File: config.mk
export PLATFORM = sky130hd
export DESIGN_NAME = excVectorUnit
export DESIGN_NICKNAME = d
export VERILOG_FILES = /design/src/rtl/excPkg.sv /design/src/rtl/excCtrl.sv /design/src/rtl/excDatapath.sv /design/src/rtl/excVectorUnit.sv
export SDC_FILE = /design/constraint.sdc
export NUM_CORES = 1
export LEC_CHECK = 0
export ABC_AREA = 0
export CELL_PAD_IN_SITES_DETAIL_PLACEMENT = 1
export CELL_PAD_IN_SITES_GLOBAL_PLACEMENT = 1
export CORE_UTILIZATION = 17
export CTS_CLUSTER_SIZE = 20
export DETAILED_ROUTE_END_ITERATION = 16
export GPL_TIMING_DRIVEN = 0
export PLACE_DENSITY = 0.75
export SYNTH_ARGS = -nofsm -noshare
export SYNTH_HDL_FRONTEND = slang
export SYNTH_SLANG_ARGS = --single-unit
File: constraint.sdc
create_clock -name clk -period 1.5 [get_ports clk]
set_clock_uncertainty 0.2 [all_clocks]
set_input_delay 0.3 -clock clk [delete_from_list [all_inputs] [get_ports clk]]
set_output_delay 0.3 -clock clk [all_outputs]
set_load 0.02 [all_outputs]
File: src/rtl/excPkg.sv
package excPkg;
  localparam int VEC_W   = 20;
  localparam int NUM_SRC = 9;
  localparam int CAUSE_W = 4;

  // Priority index, 0 is highest
  localparam int SRC_ITLB = 0;
  localparam int SRC_PROG = 1;
  localparam int SRC_FPU  = 2;
  localparam int SRC_SC   = 3;
  localparam int SRC_DLD  = 4;
  localparam int SRC_DST  = 5;
  localparam int SRC_TRC  = 6;
  localparam int SRC_CRIT = 7;
  localparam int SRC_DEC  = 8;

  // Program subtype bit positions in the cause field
  localparam int CAUSE_FPEN = 0;
  localparam int CAUSE_ILL  = 1;
  localparam int CAUSE_PRIV = 2;
  localparam int CAUSE_TRAP = 3;

  typedef struct packed {
    logic decReq;   // decrementer rise this cycle or one still waiting
  } ctrlStrobes_t;

  function automatic logic [VEC_W-1:0] vecOf(input int idx);
    case (idx)
      SRC_ITLB: vecOf = 20'h01000;
      SRC_PROG: vecOf = 20'h00700;
      SRC_FPU:  vecOf = 20'h00800;
      SRC_SC:   vecOf = 20'h00C00;
      SRC_DLD:  vecOf = 20'h01100;
      SRC_DST:  vecOf = 20'h01200;
      SRC_TRC:  vecOf = 20'h00D00;
      SRC_CRIT: vecOf = 20'h00A00;
      SRC_DEC:  vecOf = 20'h00900;
      default:  vecOf = '0;
    endcase
  endfunction
endpackage

File: src/rtl/excCtrl.sv
module excCtrl
  import excPkg::*;
(
  input  logic         clk,
  input  logic         rstN,
  input  logic         decTop,
  input  logic         decTaken,
  input  logic         msrEe,
  output ctrlStrobes_t strobes
);
  logic decTopQ;
  logic decPend;
  logic decRise;

  assign decRise        = decTop & ~decTopQ;
  assign strobes.decReq = decRise | decPend;

  // decTopQ resets high so a level already set at release is not a rise
  always_ff @(posedge clk or negedge rstN) begin
    if (!rstN) begin
      decTopQ <= 1'b1;
      decPend <= 1'b0;
    end else begin
      decTopQ <= decTop;
      decPend <= strobes.decReq & ~decTaken;
    end
  end

  AST_DEC_CLEAR_ON_TAKE: assert property (@(posedge clk) disable iff (!rstN)
    decTaken |=> !decPend);

  AST_DEC_KEEP_MASKED: assert property (@(posedge clk) disable iff (!rstN)
    (decRise && !msrEe) |=> decPend);

  AST_DEC_TAKE_NEEDS_REQ: assert property (@(posedge clk) disable iff (!rstN)
    decTaken |-> (decPend || (decTop && !decTopQ)));
endmodule

File: src/rtl/excDatapath.sv
module excDatapath
  import excPkg::*;
(
  input  logic               clk,
  input  logic               rstN,
  input  ctrlStrobes_t       strobes,
  input  logic               instValid,
  input  logic               isIllegal,
  input  logic               isPriv,
  input  logic               trapHit,
  input  logic               isFpOp,
  input  logic               isSysCall,
  input  logic               isBranch,
  input  logic               isSprMove,
  input  logic               sprKnown,
  input  logic               sprFieldMsb,
  input  logic               fpSummary,
  input  logic               critIn,
  input  logic               itlbMiss,
  input  logic               dtlbLoadMiss,
  input  logic               dtlbStoreMiss,
  input  logic               storeChangeNeeded,
  input  logic               msrFe0,
  input  logic               msrFe1,
  input  logic               msrPr,
  input  logic               msrFp,
  input  logic               msrEe,
  input  logic               msrCe,
  input  logic               msrSe,
  input  logic               msrBe,
  output logic [NUM_SRC-1:0] grant,
  output logic               excValid,
  output logic [VEC_W-1:0]   excVector,
  output logic [CAUSE_W-1:0] progCause
);
  logic [NUM_SRC-1:0] req;
  logic [NUM_SRC:0]   seenAbove;
  logic               progFpEn, progIll, progPriv, progTrap;

  always_comb begin
    progFpEn = instValid & (msrFe0 | msrFe1) & fpSummary;
    progIll  = instValid & isIllegal;
    progPriv = instValid & msrPr & (isPriv | (isSprMove & ~sprKnown & sprFieldMsb));
    progTrap = instValid & trapHit;
  end

  always_comb begin
    req           = '0;
    req[SRC_ITLB] = itlbMiss;
    req[SRC_PROG] = progFpEn | progIll | progPriv | progTrap;
    req[SRC_FPU]  = instValid & isFpOp & ~msrFp;
    req[SRC_SC]   = instValid & isSysCall;
    req[SRC_DLD]  = instValid & dtlbLoadMiss;
    req[SRC_DST]  = instValid & (dtlbStoreMiss | storeChangeNeeded);
    req[SRC_TRC]  = instValid & (msrSe | (isBranch & msrBe));
    req[SRC_CRIT] = critIn & msrCe;
    req[SRC_DEC]  = strobes.decReq & msrEe;
  end

  // Fixed-priority chain: a source wins if nothing above it requests
  assign seenAbove[0] = 1'b0;
  for (genvar i = 0; i < NUM_SRC; i++) begin : gPrio
    assign grant[i]       = req[i] & ~seenAbove[i];
    assign seenAbove[i+1] = seenAbove[i] | req[i];
  end

  assign excValid = seenAbove[NUM_SRC];

  always_comb begin
    excVector = '0;
    for (int i = 0; i < NUM_SRC; i++) begin
      if (grant[i]) excVector = excVector | vecOf(i);
    end
  end

  // Program subtype, illegal > privileged > trap > fp enabled
  always_comb begin
    progCause = '0;
    if (grant[SRC_PROG]) begin
      if (progIll)       progCause[CAUSE_ILL]  = 1'b1;
      else if (progPriv) progCause[CAUSE_PRIV] = 1'b1;
      else if (progTrap) progCause[CAUSE_TRAP] = 1'b1;
      else               progCause[CAUSE_FPEN] = 1'b1;
    end
  end

  AST_ONE_WINNER: assert property (@(posedge clk) disable iff (!rstN)
    $onehot0(grant));

  AST_NO_RESERVED: assert property (@(posedge clk) disable iff (!rstN)
    excValid |-> !((excVector >= 20'h00B00 && excVector <= 20'h00BFF) ||
                   (excVector >= 20'h00E00 && excVector <= 20'h00FFF)));

  AST_CAUSE_ONLY_PROG: assert property (@(posedge clk) disable iff (!rstN)
    (progCause != '0) |-> (excValid && excVector == 20'h00700 && $onehot(progCause)));

  AST_DEC_NEEDS_EE: assert property (@(posedge clk) disable iff (!rstN)
    (excValid && excVector == 20'h00900) |-> msrEe);

  AST_CRIT_GATED: assert property (@(posedge clk) disable iff (!rstN)
    (excValid && excVector == 20'h00A00) |-> (critIn && msrCe));

  AST_FPU_GATED: assert property (@(posedge clk) disable iff (!rstN)
    (excValid && excVector == 20'h00800) |-> (!msrFp && instValid));
endmodule

File: src/rtl/excVectorUnit.sv
module excVectorUnit
  import excPkg::*;
(
  input  logic        clk,
  input  logic        rstN,
  input  logic        instValid,
  input  logic        isIllegal,
  input  logic        isPriv,
  input  logic        trapHit,
  input  logic        isFpOp,
  input  logic        isSysCall,
  input  logic        isBranch,
  input  logic        isSprMove,
  input  logic        sprKnown,
  input  logic        sprFieldMsb,
  input  logic        fpSummary,
  input  logic        decTop,
  input  logic        critIn,
  input  logic        itlbMiss,
  input  logic        dtlbLoadMiss,
  input  logic        dtlbStoreMiss,
  input  logic        storeChangeNeeded,
  input  logic        msrFe0,
  input  logic        msrFe1,
  input  logic        msrPr,
  input  logic        msrFp,
  input  logic        msrEe,
  input  logic        msrCe,
  input  logic        msrSe,
  input  logic        msrBe,
  output logic        excValid,
  output logic [19:0] excVector,
  output logic [3:0]  progCause
);
  ctrlStrobes_t       strobes;
  logic [NUM_SRC-1:0] grant;

  excCtrl ctrl_i (
    .clk      (clk),
    .rstN     (rstN),
    .decTop   (decTop),
    .decTaken (grant[SRC_DEC]),
    .msrEe    (msrEe),
    .strobes  (strobes)
  );

  excDatapath dp_i (
    .clk               (clk),
    .rstN              (rstN),
    .strobes           (strobes),
    .instValid         (instValid),
    .isIllegal         (isIllegal),
    .isPriv            (isPriv),
    .trapHit           (trapHit),
    .isFpOp            (isFpOp),
    .isSysCall         (isSysCall),
    .isBranch          (isBranch),
    .isSprMove         (isSprMove),
    .sprKnown          (sprKnown),
    .sprFieldMsb       (sprFieldMsb),
    .fpSummary         (fpSummary),
    .critIn            (critIn),
    .itlbMiss          (itlbMiss),
    .dtlbLoadMiss      (dtlbLoadMiss),
    .dtlbStoreMiss     (dtlbStoreMiss),
    .storeChangeNeeded (storeChangeNeeded),
    .msrFe0            (msrFe0),
    .msrFe1            (msrFe1),
    .msrPr             (msrPr),
    .msrFp             (msrFp),
    .msrEe             (msrEe),
    .msrCe             (msrCe),
    .msrSe             (msrSe),
    .msrBe             (msrBe),
    .grant             (grant),
    .excValid          (excValid),
    .excVector         (excVector),
    .progCause         (progCause)
  );
endmodule

* Yosys cells after proc, flatten, opt, wreduce, memory -nomap -nowiden
Index checks and enable logic that the tools add are counted.
** Storage, ports and cells
- Bits in registers :: 2
- Input port bits :: 27
- Output and inout bits :: 25
- Logic and storage cells :: 91
** Cells by class
- Muxes and demuxes :: 26
- Bitwise gates (word level) :: 63
** Operators by type and width (number)
- two-way mux 20 bit :: 16
- bitwise OR 20 bit :: 8
- AND 1 bit :: 27
- bitwise OR 1 bit :: 16
- two-way mux 13 bit :: 1
- inverter 1 bit :: 12
- two-way mux 1 bit :: 7
- two-way mux 4 bit :: 1
- two-way mux 2 bit :: 1

* Depth between registers and ports, before layout
- Depth in word-level cells :: 25
- Mapped depth :: 4

* Hierarchy
Synthesis repeated with hierarchy kept, for this count alone.
** Second synthesis, totals
- Cells, all modules :: 85
- Area total of the unflattened synthesis :: 605.6 um2
** Modules (own cells, without submodules)
- excDatapath :: times used 1, cells each 79, area each 524.3 um2, seq. area each 0.0 um2
- excCtrl :: times used 1, cells each 6, area each 81.3 um2, seq. area each 51.3 um2

* Least setup slack after synthesis
Ideal clock, no wire load.
- Path type :: input port to output port
- Start point :: in isBranch
- End point :: out excVector[8]
- Arrival :: 1355 ps
- Path slack :: -355 ps
- Stages on the path :: 4
- Cell sequence :: a21o_1 > a21boi_1 > a32oi_1 > o32ai_1
** Between the ends
- Word-level cells in the longest chain between the ends :: 9
** Ends and longest elaborated chain
- start: declaration :: line excVectorUnit.sv:12 : input logic isBranch,
- AND 1 bit (*) :: line excDatapath.sv:55 : req[SRC_TRC] = instValid & (msrSe | (isBranch & msrBe));
- bitwise OR 1 bit (*) :: line excDatapath.sv:55
- AND 1 bit (*) :: line excDatapath.sv:55
- AND 1 bit or bitwise OR 1 bit (tied branches) :: line excDatapath.sv:63, excDatapath.sv:64
- two-way mux 20 bit or inverter 1 bit (tied branches) :: line excDatapath.sv:72, excDatapath.sv:63
- bitwise OR 20 bit or AND 1 bit (tied branches) :: line excDatapath.sv:72, excDatapath.sv:63
- two-way mux 20 bit :: line excDatapath.sv:72 : if (grant[i]) excVector = excVector | vecOf(i);
- bitwise OR 20 bit :: line excDatapath.sv:72
- two-way mux 20 bit (*) :: line excDatapath.sv:72
- end: declaration :: line excVectorUnit.sv:32 : output logic [19:0] excVector,
Every way passes the cells marked *; elsewhere a longest branch is shown, timed or not.

* Final worst setup path
- Start point :: in storeChangeNeeded
- End point :: out excVector[8]
** Between the ends
- Word-level cells in the longest chain between the ends :: 10
** Ends and longest elaborated chain
- start: declaration :: line excVectorUnit.sv:22 : input logic storeChangeNeeded,
- bitwise OR 1 bit (*) :: line excDatapath.sv:54 : req[SRC_DST] = instValid & (dtlbStoreMiss | storeChangeNeeded);
- AND 1 bit (*) :: line excDatapath.sv:54
- AND 1 bit or bitwise OR 1 bit (tied branches) :: line excDatapath.sv:63, excDatapath.sv:64
- two-way mux 20 bit or inverter 1 bit (tied branches) :: line excDatapath.sv:72, excDatapath.sv:63
- bitwise OR 20 bit or AND 1 bit (tied branches) :: line excDatapath.sv:72, excDatapath.sv:63
- two-way mux 20 bit :: line excDatapath.sv:72
- bitwise OR 20 bit :: line excDatapath.sv:72
- two-way mux 20 bit :: line excDatapath.sv:72
- bitwise OR 20 bit :: line excDatapath.sv:72
- two-way mux 20 bit (*) :: line excDatapath.sv:72
Marked as above.

==> summary.txt <==
Synth Warn # = 0
Setup violations, final = 11
Final HPWL DP = 1.48 mm
Post-Place Cells = 150
Critical Path Max Stage Delay = 0.40 ns
Reg clk slew, reported paths = 0.04 ns
Dpl cell area = 992 µm²
Minimum clock period = 2.00 ns
CTS sink count = 2
Reg2reg start = ctrl_i.decTopQ
Unrepaired setup endpoints after global routing = true
Input/output buffers = 36
Comb pwr share = 0.678
Final period utilization = 1.33
Yosys cell types = 32
Final Hold Viols = 0
Critical path depth = 6
Run status = finished with violations
Die area = 3160 µm²
Final Wtd Congestion = 0.828
ANT cells = 0
CP max stage cell = o41ai_4
Grt met3 use = 0.0256
Peak VDD IR = 0.288 mV
Hold_buf cts = 0
Number of antenna-violating nets in the routed design = 0
Global route hottest layer = met2
Crit-path cells = buf_6 > or2_4 > o41ai_4 > a211oi_4 > o32ai_2 > buf_4
Net Sw Frac = 0.383
Avg WL per Cell = 12.7 µm
Synth Flop Type = dfstp_2
Total internal power = 0.380 mW
RR Endpoint = ctrl_i.decPend
Total CTS buffers = 3
Initial drt markers = 2
Sequential power share = 0.101
Die span in x = 56.2 µm
DRT Pass-1 Iters = 3
Post-synth design cell area = 499 µm²
Post-synth EDFFs = 0
Clock power frac = 0.221
Max cap viols = 0
Post-Syn Instances = 69
Core Box Area = 2760 µm²
Fillers = 325
Post-Route WL = 2.32 mm
Most common cell after layout, fill and taps aside = buf_4
Max FO, Critical Path = 2
Fin nets = 180
Die H = 56.2 µm
Setup crit start kind = input port
Setup CP Type = in2out
Sw power = 0.235 mW
Post-route cell area = 1400 µm²
PnR worst setup slack = -0.497 ns
Crit end category = output pin
CTS H-tree depth = 1
Overflow after GRT = 0
FP Rows = 19
Peak Freq = 501 MHz
R2R Setup Slk = 0.46 ns
CTS tree = done
Sequential share of the synthesized area = 0.103
DR DRC count = 0
Routed vias = 770
HP Class = in2async
I/O pin count = 52
First-pass GRT wire length = 3.77 mm
Violated checks = setup timing
Area Growth Syn to Fin = 181%
Layout cells sized above 1 = 0.730
GR Util All Layers = 0.153
Worst reg2reg path depth = 3
CP required = 1.00 ns
Pin count of the biggest net entering global routing = 8
Clk Latency, worst-skew pair = 0.23 ns
Post-Route Utilization = 0.509
Layout Cells excl Fill = 183
Buf+Inv Stages, Crit Path = 2
Antenna violations before repair = 0
Vias per cell = 4.21
Crit path max-delay family = compound AO/OA/AOI/OAI gates
Most frequent cells in the layout = buf_4 (41), buf_6 (22), conb_1 (15)
Async S/R FF share, synth = 1.00
Syn_area_per_cell = 7.24 µm²
Max Buffers Root-to-Sink = 2
GR Layer Usage met1 = 0.151
PD cells = 439 nW/µm²
FF+latch count, synth = 2
Vias in the first global route = 876
Leakage power = 0.684 nW
Initial core utilization = 0.181
CTS Root Cell = clkbuf_4
Max Slew Vio Count = 0
Crit path DAT = 1.50 ns
GR Util met2 = 0.316
## synth_stat cells (2+ instances only)
cell	number	area, µm²
buf_4	16	120
a21oi_1	6	30.0
nand2_1	5	18.8
inv_1	4	15.0
o21ai_0	4	20.0
nor2_1	3	11.3
a21o_1	2	15.0
and3_1	2	12.5
o21a_1	2	15.0
o31ai_1	2	15.0
o32ai_1	2	17.5
## per-stage QoR
step                worst slack, ns  total power [mW]  setup TNS (ns)  hold WS [ns]
floorplan                    -0.210             0.224          -0.821        -0.196
global placement              -1.25             0.345          -11.72         0.271
detailed placement            -1.34             0.350          -12.08         0.273
CTS                          -0.499             0.593           -2.72        0.0256
global route                 -0.566             0.652           -3.42        0.0226
finish                       -0.497             0.615           -2.91        0.0245
## per-layer routing
metal,share of wire,up-vias
met2,0.55,35
met3,0.074,2
met4,0.0073,0
li1,-,390
met5,0,-
met1,0.37,343
## worst max-delay path by stage
stage | startpoint | end | slack, ns
after floorplan | msrFe1 | excVector[10] | -0.21
after global placement | storeChangeNeeded | excVector[10] | -1.25
after detailed placement | isFpOp | excVector[8] | -1.34
after CTS | dtlbStoreMiss | excVector[8] | -0.50
after global routing | ctrl_i.decTopQ | excVector[8] | -0.57
final | storeChangeNeeded | excVector[8] | -0.50
## flip-flops by register name, indices dropped and copies added (netlist names)
signal	count
ctrl_i.decTopQ	1
ctrl_i.decPend	1
## power groups by stage
stage / combinational (mW) / clock [mW] / sequential [mW]
6_report: 0.417 / 0.136 / 0.0622
5_1_grt: 0.442 / 0.148 / 0.0626
4_1_cts: 0.392 / 0.138 / 0.0623
3_5_place_dp: 0.288 / 0 / 0.0620
3_3_place_gp: 0.283 / 0 / 0.0620
2_1_floorplan: 0.163 / 0 / 0.0616
## area by class of cell
type / count / area, µm² / area share
timing repair buffer: 65 / 579 / 0.413
multi-input combinational: 61 / 562 / 0.401
clock buffer: 4 / 26.3 / 0.0187
inverter: 4 / 17.5 / 0.0125
sequential: 2 / 51.3 / 0.0366
tap: 31 / 38.8 / 0.0277
buffer: 16 / 128 / 0.0910
## kinds of logic after synthesis
| logic type | count (synthesis) | share of synthesized area |
|---|---|---|
| AO/OA/AOI/OAI | 26 | 0.394 |
| AND/OR/NAND/NOR | 20 | 0.226 |
| flip-flops | 2 | 0.103 |
| other | 1 | 0.00751 |
| buffers and inverters | 20 | 0.271 |
## worst register-to-register path, stage by stage (launching register included)
cell and delay, ns:
dfstp_2 0.53, nor2b_4 0.04, nor2_1 0.11, a41oi_2 0.04
## timing repair
action | CTS | global route
endpoints found under the setup margin | 11 | 11
gates cloned | 0 | 0
buffers inserted | 27 | 3
resized for setup | 185 | 13
pin swaps | 26 | 11
Note: power is estimated with default switching activity, not from simulation.
